**config.mk**
```make
export PLATFORM = sky130hd
export DESIGN_NAME = mfio_port
export DESIGN_NICKNAME = d
export VERILOG_FILES = /design/src/rtl/mfio_pkg.sv /design/src/rtl/mfio_sync.sv /design/src/rtl/mfio_regs.sv /design/src/rtl/mfio_pinmux.sv /design/src/rtl/mfio_port.sv
export SDC_FILE = /design/constraint.sdc
export NUM_CORES = 1
export LEC_CHECK = 0
export BUFFER_PORTS_ARGS = -buffer_cell sky130_fd_sc_hd__buf_2
export CORE_ASPECT_RATIO = 0.6
export CORE_MARGIN = 4
export CORE_UTILIZATION = 49
export DETAILED_ROUTE_END_ITERATION = 10
export PLACE_DENSITY_LB_ADDON = 0.05
export SYNTH_ARGS = -nofsm -noshare
export SYNTH_HDL_FRONTEND = slang
export SYNTH_HIERARCHICAL = 1
export SYNTH_SLANG_ARGS = --single-unit
export TNS_END_PERCENT = 20
```
**constraint.sdc**
```tcl
create_clock -name clk -period 1.4 [get_ports clk]
set_input_delay 0.14 -clock clk [delete_from_list [all_inputs] [get_ports clk]]
set_output_delay 0.14 -clock clk [all_outputs]
set_load 0.02 [all_outputs]
```
**src/rtl/mfio_pkg.sv**
```systemverilog
`timescale 1ns/1ps
// Shared encodings for the multi-function pin port.
// Assumes two-bit mode and function fields per pin.
package mfio_pkg;
    typedef enum logic [1:0] {
        PM_IN  = 2'b00,
        PM_OUT = 2'b01,
        PM_ALT = 2'b10,
        PM_RSV = 2'b11
    } pin_mode_e;

    typedef enum logic [1:0] {
        AF_SPI  = 2'b00,
        AF_I2C  = 2'b01,
        AF_UART = 2'b10,
        AF_RSV  = 2'b11
    } alt_fn_e;

    localparam logic [1:0] RA_MODE = 2'd0;
    localparam logic [1:0] RA_FSEL = 2'd1;
    localparam logic [1:0] RA_DOUT = 2'd2;
    localparam logic [1:0] RA_DIN  = 2'd3;

    // Levels seen by an engine whose input no pin feeds
    localparam logic IDLE_SPI  = 1'b0;
    localparam logic IDLE_I2C  = 1'b1;
    localparam logic IDLE_UART = 1'b1;
endpackage

```
**src/rtl/mfio_sync.sv**
```systemverilog
`timescale 1ns/1ps
// Multi-stage synchronizer for a vector of asynchronous pad inputs.
// Assumes each bit is independent; no bus coherency is implied.
module mfio_sync #(
    parameter int unsigned W      = 8,
    parameter int unsigned STAGES = 2
) (
    input  logic         clk,
    input  logic         rst_n,
    input  logic [W-1:0] d,
    output logic [W-1:0] q
);
    logic [W-1:0] stg [STAGES];

    // Shift pad levels through the flop chain
    always_ff @(posedge clk) begin
        if (!rst_n) begin
            for (int k = 0; k < STAGES; k++) stg[k] <= '0;
        end else begin
            stg[0] <= d;
            for (int k = 1; k < STAGES; k++) stg[k] <= stg[k-1];
        end
    end

    assign q = stg[STAGES-1];
endmodule

```
**src/rtl/mfio_regs.sv**
```systemverilog
`timescale 1ns/1ps
// Register file: per-pin mode and function fields, output data,
// and a read-only view of synchronized pin levels.
// Assumes a bus as wide as the packed two-bit-per-pin fields.
module mfio_regs
    import mfio_pkg::*;
#(
    parameter int unsigned NPINS = 8,
    localparam int unsigned FW   = 2 * NPINS
) (
    input  logic             clk,
    input  logic             rst_n,
    input  logic             bus_we,
    input  logic [1:0]       bus_addr,
    input  logic [FW-1:0]    bus_wdata,
    output logic [FW-1:0]    bus_rdata,
    input  logic [NPINS-1:0] din,
    output logic [FW-1:0]    mode_o,
    output logic [FW-1:0]    fsel_o,
    output logic [NPINS-1:0] dout_o
);
    logic [FW-1:0]    mode_r;
    logic [FW-1:0]    fsel_r;
    logic [NPINS-1:0] dout_r;

    // Update writable registers; the input view has no storage here
    always_ff @(posedge clk) begin
        if (!rst_n) begin
            mode_r <= '0;
            fsel_r <= '0;
            dout_r <= '0;
        end else if (bus_we) begin
            case (bus_addr)
                RA_MODE: mode_r <= bus_wdata;
                RA_FSEL: fsel_r <= bus_wdata;
                RA_DOUT: dout_r <= bus_wdata[NPINS-1:0];
                default: ;
            endcase
        end
    end

    // Select the addressed register for readback
    always_comb begin
        bus_rdata = '0;
        case (bus_addr)
            RA_MODE: bus_rdata = mode_r;
            RA_FSEL: bus_rdata = fsel_r;
            RA_DOUT: bus_rdata[NPINS-1:0] = dout_r;
            default: bus_rdata[NPINS-1:0] = din;
        endcase
    end

    assign mode_o = mode_r;
    assign fsel_o = fsel_r;
    assign dout_o = dout_r;
endmodule

```
**src/rtl/mfio_pinmux.sv**
```systemverilog
`timescale 1ns/1ps
// Single-pin steering between GPIO and the three serial engines.
// Assumes the input level is already synchronized.
module mfio_pinmux
    import mfio_pkg::*;
(
    input  logic [1:0] mode,
    input  logic [1:0] fsel,
    input  logic       gpio_dout,
    input  logic       sync_in,
    input  logic       spi_o,
    input  logic       spi_oe,
    input  logic       i2c_o,
    input  logic       uart_o,
    input  logic       uart_oe,
    output logic       pin_o,
    output logic       pin_oe,
    output logic       spi_i,
    output logic       i2c_i,
    output logic       uart_i
);
    pin_mode_e m;
    alt_fn_e   f;
    assign m = pin_mode_e'(mode);
    assign f = alt_fn_e'(fsel);

    // Pick pad driver and enable from GPIO or the chosen engine
    always_comb begin
        pin_o  = 1'b0;
        pin_oe = 1'b0;
        if (m == PM_OUT) begin
            pin_o  = gpio_dout;
            pin_oe = 1'b1;
        end else if (m == PM_ALT) begin
            case (f)
                AF_SPI:  begin pin_o = spi_o;  pin_oe = spi_oe;  end
                AF_I2C:  begin pin_o = 1'b0;   pin_oe = ~i2c_o;  end
                AF_UART: begin pin_o = uart_o; pin_oe = uart_oe; end
                default: ;
            endcase
        end
    end

    // Feed each engine the pin level, or its idle level when not routed
    always_comb begin
        spi_i  = IDLE_SPI;
        i2c_i  = IDLE_I2C;
        uart_i = IDLE_UART;
        if (m == PM_ALT) begin
            case (f)
                AF_SPI:  spi_i  = sync_in;
                AF_I2C:  i2c_i  = sync_in;
                AF_UART: uart_i = sync_in;
                default: ;
            endcase
        end
    end
endmodule

```
**src/rtl/mfio_port.sv**
```systemverilog
`timescale 1ns/1ps
// Multi-function pin port: NPINS pads, each independently an input,
// an output, or an alternate-function pin for SPI, I2C or UART.
// Assumes pad tri-state and level shifting are outside the block.
module mfio_port
    import mfio_pkg::*;
#(
    parameter int unsigned NPINS     = 8,
    parameter int unsigned SYNC_DPTH = 2,
    localparam int unsigned FW       = 2 * NPINS
) (
    input  logic             clk,
    input  logic             rst_n,
    input  logic             bus_we,
    input  logic [1:0]       bus_addr,
    input  logic [FW-1:0]    bus_wdata,
    output logic [FW-1:0]    bus_rdata,
    input  logic [NPINS-1:0] pin_in,
    output logic [NPINS-1:0] pin_out,
    output logic [NPINS-1:0] pin_oe,
    input  logic [NPINS-1:0] spi_out,
    input  logic [NPINS-1:0] spi_oe,
    output logic [NPINS-1:0] spi_in,
    input  logic [NPINS-1:0] i2c_out,
    output logic [NPINS-1:0] i2c_in,
    input  logic [NPINS-1:0] uart_out,
    input  logic [NPINS-1:0] uart_oe,
    output logic [NPINS-1:0] uart_in
);
    logic [FW-1:0]    mode_q;
    logic [FW-1:0]    fsel_q;
    logic [NPINS-1:0] dout_q;
    logic [NPINS-1:0] sync_q;

    mfio_sync #(.W(NPINS), .STAGES(SYNC_DPTH)) u_sync (
        .clk(clk), .rst_n(rst_n), .d(pin_in), .q(sync_q)
    );

    mfio_regs #(.NPINS(NPINS)) u_regs (
        .clk(clk), .rst_n(rst_n),
        .bus_we(bus_we), .bus_addr(bus_addr),
        .bus_wdata(bus_wdata), .bus_rdata(bus_rdata),
        .din(sync_q),
        .mode_o(mode_q), .fsel_o(fsel_q), .dout_o(dout_q)
    );

    for (genvar i = 0; i < NPINS; i++) begin : g_pin
        mfio_pinmux u_mux (
            .mode(mode_q[2*i +: 2]),
            .fsel(fsel_q[2*i +: 2]),
            .gpio_dout(dout_q[i]),
            .sync_in(sync_q[i]),
            .spi_o(spi_out[i]),
            .spi_oe(spi_oe[i]),
            .i2c_o(i2c_out[i]),
            .uart_o(uart_out[i]),
            .uart_oe(uart_oe[i]),
            .pin_o(pin_out[i]),
            .pin_oe(pin_oe[i]),
            .spi_i(spi_in[i]),
            .i2c_i(i2c_in[i]),
            .uart_i(uart_in[i])
        );
    end
endmodule

```
Yosys cells after proc, flatten, opt, wreduce, memory -nomap -nowiden
Memories as Yosys holds them, arrays and structs flattened.
Cells that the tools add are included.
{"block": "totals", "regBits": 40, "mem_bits_rw": 16, "in_bits": 69, "out_inout_bits": 56, "word_cells": 162, "memories": 1}
{"name": "u_sync.stg", "depth": 2, "word_bits": 8, "read_ports": 2, "rd_clocked_by_memory_dff": 0, "wr": 2, "line": "mfio_sync.sv:13", "source": "logic [W-1:0] stg [STAGES];"}
{"block": "classes", "n_eq_ne": 34, "muxes": 102, "bitwise": 10, "reduce_logical": 12}
{"op": "$mux W1", "n": 82}
{"op": "$eq A2 B1 Y1 const B", "n": 17}
{"op": "$eq A2 B2 Y1 const B", "n": 17}
{"op": "$pmux W1 S3", "n": 8}
{"op": "$pmux W8 S3", "n": 1}
{"op": "$logic_not A2 Y1", "n": 9}
{"op": "$mux W8", "n": 2}
{"op": "$pmux W1 S2", "n": 8}
{"op": "$pmux W8 S2", "n": 1}
{"op": "$not A1 Y1", "n": 8}
{"op": "$reduce_and A2 Y1", "n": 3}
{"op": "$or A1 B1 Y1", "n": 2}

Depth between registers and ports, before layout
Gate-level depths: netlist of run 1.
{"block": "logic_depth", "depth_word": 4, "ltp_mapped": 5, "mapped_depth_nobuf": 3}

By module
Netlist of run 1, hierarchy kept.
{"mod": "mfio_regs", "n_inst": 1, "cells_per_inst": 178, "area_each_um2": 1880.6, "seq_area_each_um2": 800.8}
{"mod": "mfio_pinmux", "n_inst": 8, "cells_per_inst": 13, "area_each_um2": 101.3, "seq_area_each_um2": 0.0}
{"mod": "mfio_sync", "n_inst": 1, "cells_per_inst": 41, "area_each_um2": 506.7, "seq_area_each_um2": 320.3}

Least setup slack after synthesis of run 1
OpenSTA, ideal clock, no wires.
{"block": "synth_timing", "path_kind": "register -> output", "startpoint": "reg u_regs.mode_r[8] (netlist: u_regs/mode_o[8])", "endpoint": "out spi_in[4]", "t_arrival_ns": 1.225, "required_ns": 1.260, "slack_ns": 0.035, "path_stages_with_launch": 3, "n_path_buf": 0, "path_cell_list": "dfxtp_1 > nand2b_4 > nor4b_1"}
{"block": "synth_between", "elab_chain_len": 2}
{"item": "start: declaration", "line": "mfio_regs.sv:22", "source": "logic [FW-1:0] mode_r;"}
{"item": "start signal: assignment", "line": "mfio_regs.sv:34", "source": "RA_MODE: mode_r <= bus_wdata;"}
{"item": "$eq A2 B2 Y1", "line": "mfio_pinmux.sv:49", "source": "if (m == PM_ALT) begin"}
{"item": "$mux W1", "line": "mfio_pinmux.sv:49"}
{"item": "end: declaration", "line": "mfio_port.sv:23", "source": "output logic [NPINS-1:0] spi_in,"}
No other way between the ends.

Worst setup path after layout of run 1
{"block": "layout_timing", "startpoint": "reg u_regs.mode_r[0] (netlist: u_regs/mode_o[0])", "endpoint": "out uart_in[0]"}
{"block": "layout_between", "elab_chain_len": 2}
{"item": "$eq A2 B2 Y1", "line": "mfio_pinmux.sv:49"}
{"item": "$mux W1", "line": "mfio_pinmux.sv:49"}
{"item": "end: declaration", "line": "mfio_port.sv:28", "source": "output logic [NPINS-1:0] uart_in"}
No other way between the ends.

==> results.py, run 1 <==
metrics = {
    "status": {
        "status": "finished with violations",
        "violations": "negative setup slack",
    },
    "synth": {
        "yosys-top-cells-area": "dfxtp_1 35%, mux2i_1 18%, nand2_1 7.5%, mux4_2 3.5%, nand2b_4 3.4%",
        "yosysTopAreaCellShare_pct": 35.1,
        "yosysSeqAreaShare_pct": 35.1,
        "yosysMostFrequentCell": "nand2_1",
        "ys_warn_count": 6,
        "avgSynthCellArea_um2": 9.90,
        "synthArstFlopShare_pct": 0,
        "syn_area_mm2": 0.00320,
        "synth.net_count": 392,
        "postSynthCellCount": 323,
        "synth-main-ff-cell": "dfxtp_1",
        "synth_cell_type_count": 28,
        "synth_edf_count": 0,
        "yosys-top-cells-count": "64 x nand2_1, 56 x dfxtp_1, 56 x mux2i_1",
        "synth-seq-cells": 56,
        "synth_top_cell_by_area": "dfxtp_1",
    },
    "worst_setup_path": {
        "endpoint": "uart_in[0]",
        "r2r_end": "u_regs/fsel_o[10]$_SDFFE_PN0P_",
        "endpoint_kind": "output pin",
        "cp-start-kind": "flip-flop",
        "cp_cell_sequence": "nand2b_4, or4b_4, buf_6",
        "critPathKind": "reg2out",
        "worstSetupStartpoint": "u_regs/mode_o[0]$_SDFFE_PN0P_",
        "r2r_slack_ns": 0.57,
        "cp_data_required_time_ns": 1.26,
        "crit_arrival_ns": 1.46,
        "reg2regPathDepth": 3,
        "slowest_delay_ns": 0.49,
        "timing.rr.start": "u_regs/fsel_o[10]$_SDFFE_PN0P_",
        "critPathSlowestCell": "or4b_4",
        "crit_fanout": 4,
    },
    "placement": {
        "place.port_buffers": 124,
        "dp_hpwl_um": 6270,
        "globalplace.congestion": 0.805,
        "placed_cells": 517,
        "post-place-ws_ns": 0.0498,
    },
    "drt": {
        "drt_iter0_drc": 126,
        "detail-route-antenna-nets": 0,
        "vias": 2858,
        "vias_per_cell": 5.32,
        "post-route-drc-count": 0,
        "wl_um": 8770,
        "wl_per_cell_um": 16.3,
        "firstDrtPassIters": 4,
    },
    "sta": {
        "fin_worst_skew_ns": 0.00281,
        "max_freq_ghz": 0.626,
        "worstMarginPinSlew_ns": 0.291,
        "hold_violations": 0,
        "hold_slack_ns": 0.0373,
        "max-slew-margin-rel_pct": 80.6,
        "finalSetupViolations": 39,
        "finalCriticalPeriod_ns": 1.60,
        "drv_slew": 0,
        "rsz0062_at_grt": "true",
        "worst_slack_ns": -0.197,
        "fin_crit_sh_pct": 114,
    },
    "global_routing": {
        "grt_start_max_net_pins": 31,
        "grt_pass1_wl_um": 13400,
        "antenna_found_initial": 0,
        "overflow": 0,
        "grt_pass1_vias": 2659,
        "grt_usage_pct": 21.0,
    },
    "floorplanning": {
        "ioPinCount": 125,
        "core-area_mm2": 0.00622,
        "fp-row-count": 22,
        "die_y_um": 70.6,
        "floorplan.initialDensity_pct": 51.4,
        "die_area_mm2": 0.00793,
        "fp.dieW_um": 112,
    },
    "clock_network": {
        "cts_made_buffers": 5,
        "cts_tree": "built",
        "cts_max_path_buffers": 2,
        "clock_tree.root_cell": "clkbuf_8",
        "clk_pin_slew_ns": 0.10,
        "holdBufCountCts": 0,
        "clock_latency_ns": 0.31,
        "cts.sinks": 56,
        "htree_levels": 2,
    },
    "pwr": {
        "vdd_drop_max_mv": 0.435,
        "p_leak_nw": 1.96,
        "powerDensity_mw_per_mm2": 810,
    },
    "layout": {
        "layout.cells.non_filler": 537,
        "utilization_pct": 71.0,
        "final_nets": 521,
        "drive_gt1_share_pct": 56.1,
        "n_antenna_cell": 0,
        "area_delta_synth_final_pct": 38.1,
    },
    "job": {
        "max-cap-violations": 0,
    },
    "hold_path": {
        "hold_path.class": "in2reg",
    },
}
==> logic make-up (layout without fill, tap and decap cells) <==
group / count (synthesis) / count (layout) / synth area share [%]
multiplexers: 64 / 64 / 23.5
AND/OR/NAND/NOR: 139 / 139 / 26.4
AO/OA/AOI/OAI: 32 / 32 / 7.83
buffers and inverters: 32 / 162 / 7.16
flip-flops: 56 / 56 / 35.1
==> metrics by stage <==
stage / setup TNS, ns / area [um^2] / total power, W
5_1_grt: -5.97 / 4420 / 0.00373
2_1_floorplan: 0 / 3200 / 0.00209
3_3_place_gp: 0 / 3830 / 0.00227
3_5_place_dp: 0 / 3830 / 0.00229
4_1_cts: -3.70 / 4230 / 0.00356
6_report: -3.31 / 4420 / 0.00358
==> routing by layer <==
layer  vias up  global-route usage, %  part of all wire, %
met5         -                      0                    0
met4         0                   4.53                 0.89
met3         7                   4.53                  6.3
met2        86                   32.9                   47
met1      1365                   29.9                   46
li1       1400                      -                    -
==> power by group <==
group	internal [W]	total, W	switching [W]	leakage (nW)
sequential	0.00165	0.00173	0.0000840	0.477
clock	0.000720	0.00126	0.000543	0.0687
combinational	0.000302	0.000583	0.000281	1.42
total	0.00267	0.00358	0.000908	1.96
==> area by class of cell <==
| class | count | area [um^2] |
|---|---|---|
| clock buffers | 5 | 68.8 |
| clock inverters | 3 | 68.8 |
| fillers | 506 | 1810 |
| inverters | 8 | 30.0 |
| multi-input cells | 235 | 2030 |
| flip-flops and latches | 56 | 1190 |
| well taps | 84 | 105 |
| repair buffers | 146 | 920 |
==> how the worst min path moves through the flow <==
stage,start,endpoint,slack [ns],depth (start not counted)
3_3_place_gp,pin_in[1],u_sync/stg[0][1]$_SDFF_PN0_,0.36,2
2_1_floorplan,rst_n,u_sync/stg[0][0]$_SDFF_PN0_,0.28,1
3_5_place_dp,pin_in[1],u_sync/stg[0][1]$_SDFF_PN0_,0.36,2
4_1_cts,pin_in[1],u_sync/stg[0][1]$_SDFF_PN0_,0.03,2
6_report,pin_in[1],u_sync/stg[0][1]$_SDFF_PN0_,0.04,2
5_1_grt,pin_in[2],u_sync/stg[0][2]$_SDFF_PN0_,0.03,2
==> timing repair <==
action / in CTS / in global routing
setup endpoints to repair: 41 / 48
setup buffers: 7 / 5
pin swaps: 12 / 5
resized for setup: 81 / 41
==> sequential cells by signal (all words and copies together), names as in the netlist <==
signal	cells
u_regs/dout_o	8
u_regs/fsel_o	16
u_sync/stg	16
u_regs/mode_o	16
==> critical path: cells and delay by family (launching register included) <==
kind	cells	cell delay, ns
buffers and inverters	1	0.15
DFF	1	0.34
and+or+nand+nor	2	0.65
==> cell usage in the layout, fill, tap and decap left out <==
cell,n
nand2b_4,8
nor3_1,6
inv_6,1
nor3_2,2
or4b_4,8
o32ai_1,3
or2b_2,1
buf_12,2
o21a_1,8
nand3b_1,1
nor3b_4,1
mux2i_1,56
buf_6,13
mux4_1,1
nand3b_4,1
nor4b_4,1
a211oi_1,7
dfxtp_1,20
nand2_1,64
inv_1,8
buf_4,31
dfxtp_2,25
buf_2,100
o31ai_2,2
and2_1,4
a211oi_2,1
bufinv_16,2
dfxtp_4,11
and2_2,12
nor2b_1,8
o32ai_2,5
clkbuf_8,5
o31ai_1,5
o31ai_4,1
mux4_2,7
nor4b_2,7
or2b_4,7
nor2_1,8
No activity file was read; power rests on OpenSTA's default activity.
==> inputs of run 2 (changes only) <==
Settings changed: RECOVER_POWER set to 50.
==> run 2 against run 1 <==
Compared with the run above:
- sequential cell count unchanged
- the flow still finishes with violations (negative setup slack)
- setup slack worse by 0.0016 ns
- power barely moved
- cell area decreased by 0.23%
- sequential power about the same
- sequential share of layout area grew 0.061 points
- highest routed layer unchanged
- fmax shrank 0.10%
- critical path depth did not move
- non-clock buffer count stayed put
- hold slack barely moved
==> results.py, run 2 (same netlist as run 1, synthesis figures left out) <==
metrics = {
    "global_routing": {
        "grt_pass1_wl_um": 13400,
        "antenna_found_initial": 0,
        "grt_usage_pct": 21.0,
        "grt_start_max_net_pins": 31,
        "grt_pass1_vias": 2659,
        "overflow": 0,
    },
    "placement": {
        "globalplace.congestion": 0.805,
        "place.port_buffers": 124,
        "dp_hpwl_um": 6270,
        "placed_area_mm2": 0.00383,
        "placed_cells": 517,
    },
    "layout": {
        "multi_input_area_mm2": 0.00203,
        "n_antenna_cell": 0,
        "final.fill_count": 508,
        "final_nets": 521,
        "stdcell_area_mm2": 0.00441,
        "layout.cells.non_filler": 537,
        "final_cell_mix": "99 x buf_2, 64 x nand2_1, 56 x mux2i_1, 28 x buf_4, 25 x dfxtp_2",
        "seqCellArea_mm2": 0.00119,
        "drive_gt1_share_pct": 55.6,
        "area_delta_synth_final_pct": 37.8,
        "final_common_cell": "buf_2",
    },
    "pwr": {
        "powerDensity_mw_per_mm2": 812,
        "vdd_drop_max_mv": 0.434,
        "p_leak_nw": 1.95,
    },
    "job": {
        "max-cap-violations": 0,
    },
    "clock_network": {
        "clock_tree.root_cell": "clkbuf_8",
        "htree_levels": 2,
        "cts_made_buffers": 5,
        "cts_max_path_buffers": 2,
        "clk_pin_slew_ns": 0.10,
        "clock_latency_ns": 0.31,
        "cts_tree": "built",
        "cts.sinks": 56,
    },
    "hold_path": {
        "hold_path.class": "in2reg",
    },
    "drt": {
        "wl_per_cell_um": 16.2,
        "post-route-drc-count": 0,
        "detail-route-antenna-nets": 0,
        "wl_um": 8720,
        "firstDrtPassIters": 4,
        "drt_iter0_drc": 111,
        "vias": 2856,
        "vias_per_cell": 5.32,
    },
    "floorplanning": {
        "die_area_mm2": 0.00793,
        "ioPinCount": 125,
        "floorplan.initialDensity_pct": 51.4,
        "die_y_um": 70.6,
        "fp.dieW_um": 112,
        "core-area_mm2": 0.00622,
        "fp-row-count": 22,
    },
    "sta": {
        "max-slew-margin-rel_pct": 63.2,
        "fin_worst_skew_ns": 0.00373,
        "finalCriticalPeriod_ns": 1.60,
        "worstMarginPinSlew_ns": 0.552,
        "hold_violations": 0,
        "max_freq_ghz": 0.626,
        "fin_crit_sh_pct": 114,
        "finalSetupViolations": 39,
        "drv_slew": 0,
        "rsz0062_at_grt": "true",
        "worst_slack_ns": -0.198,
    },
    "worst_setup_path": {
        "crit_fanout": 4,
        "critPathKind": "reg2out",
        "cp_data_required_time_ns": 1.26,
        "endpoint_kind": "output pin",
        "crit_arrival_ns": 1.46,
        "cp-start-kind": "flip-flop",
    },
    "status": {
        "status": "finished with violations",
        "violations": "negative setup slack",
    },
}
## run 2: cell count changes in the layout (fill, tap and decap cells not counted)
cell,before,now
and2_0,0,2
and2_1,4,2
buf_2,100,99
buf_4,31,28
clkbuf_1,0,2
clkbuf_2,0,2
## run 2: worst paths after layout
| path | slack, ns | to | startpoint | cells after the start |
|---|---|---|---|---|
| setup / recovery | -0.20 | uart_in[0] | u_regs/mode_o[0]$_SDFFE_PN0P_ | 3 |
| hold / removal | 0.04 | u_sync/stg[0][1]$_SDFF_PN0_ | pin_in[1] | 2 |
| setup reg to reg | 0.56 | u_regs/fsel_o[10]$_SDFFE_PN0P_ | u_regs/fsel_o[10]$_SDFFE_PN0P_ | 3 |
| hold reg to reg | 0.44 | u_sync/stg[0][9]$_SDFF_PN0_ | u_sync/stg[0][1]$_SDFF_PN0_ | 1 |
## run 2: critical path, stage by stage (launching register included)
cell and delay, ns:
dfxtp_2 0.35, nand2b_4 0.16, or4b_4 0.49, buf_6 0.15
## run 2: area by class of cell
class | instances | area share, %
Clock buffer | 5 | 1.56
Clock inverter | 3 | 1.56
Inverter | 8 | 0.682
Multi-Input combinational cell | 235 | 46.1
Sequential cell | 56 | 27.1
Tap cell | 84 | 2.39
Timing Repair Buffer | 146 | 20.6
## run 2: where the power goes
group / switching (W) / total, W / internal [W]
Combinational: 0.000280 / 0.000578 / 0.000298
Sequential: 0.0000842 / 0.00173 / 0.00165
Clock: 0.000547 / 0.00127 / 0.000720
## run 2: stage by stage
stage	utilization, %	TNS [ns]	setup slack (ns)	power (W)	hold slack, ns
after detailed placement	61.6	0	0.0498	0.00229	0.365
after CTS	67.9	-3.70	-0.193	0.00356	0.0334
after floorplan	-	0	0.0349	0.00209	0.276
after global routing	70.8	-5.97	-0.230	0.00373	0.0314
final	70.8	-3.35	-0.198	0.00358	0.0370
after global placement	61.6	0	0.0607	0.00227	0.359
## run 2: per-layer routing
metal	GRT usage [%]	share of wire (%)	up-vias
met1	29.9	46	1358
met2	32.9	47	89
li1	-	-	1402
met3	4.53	6.2	7
met4	4.53	0.92	0
met5	0	0	-
## run 2: timing repair
item,in CTS,in global routing
setup buffers,7,5
gates resized for setup,81,41
hold buffers,0,0
endpoints found under the setup margin,41,48
pin swaps,12,5
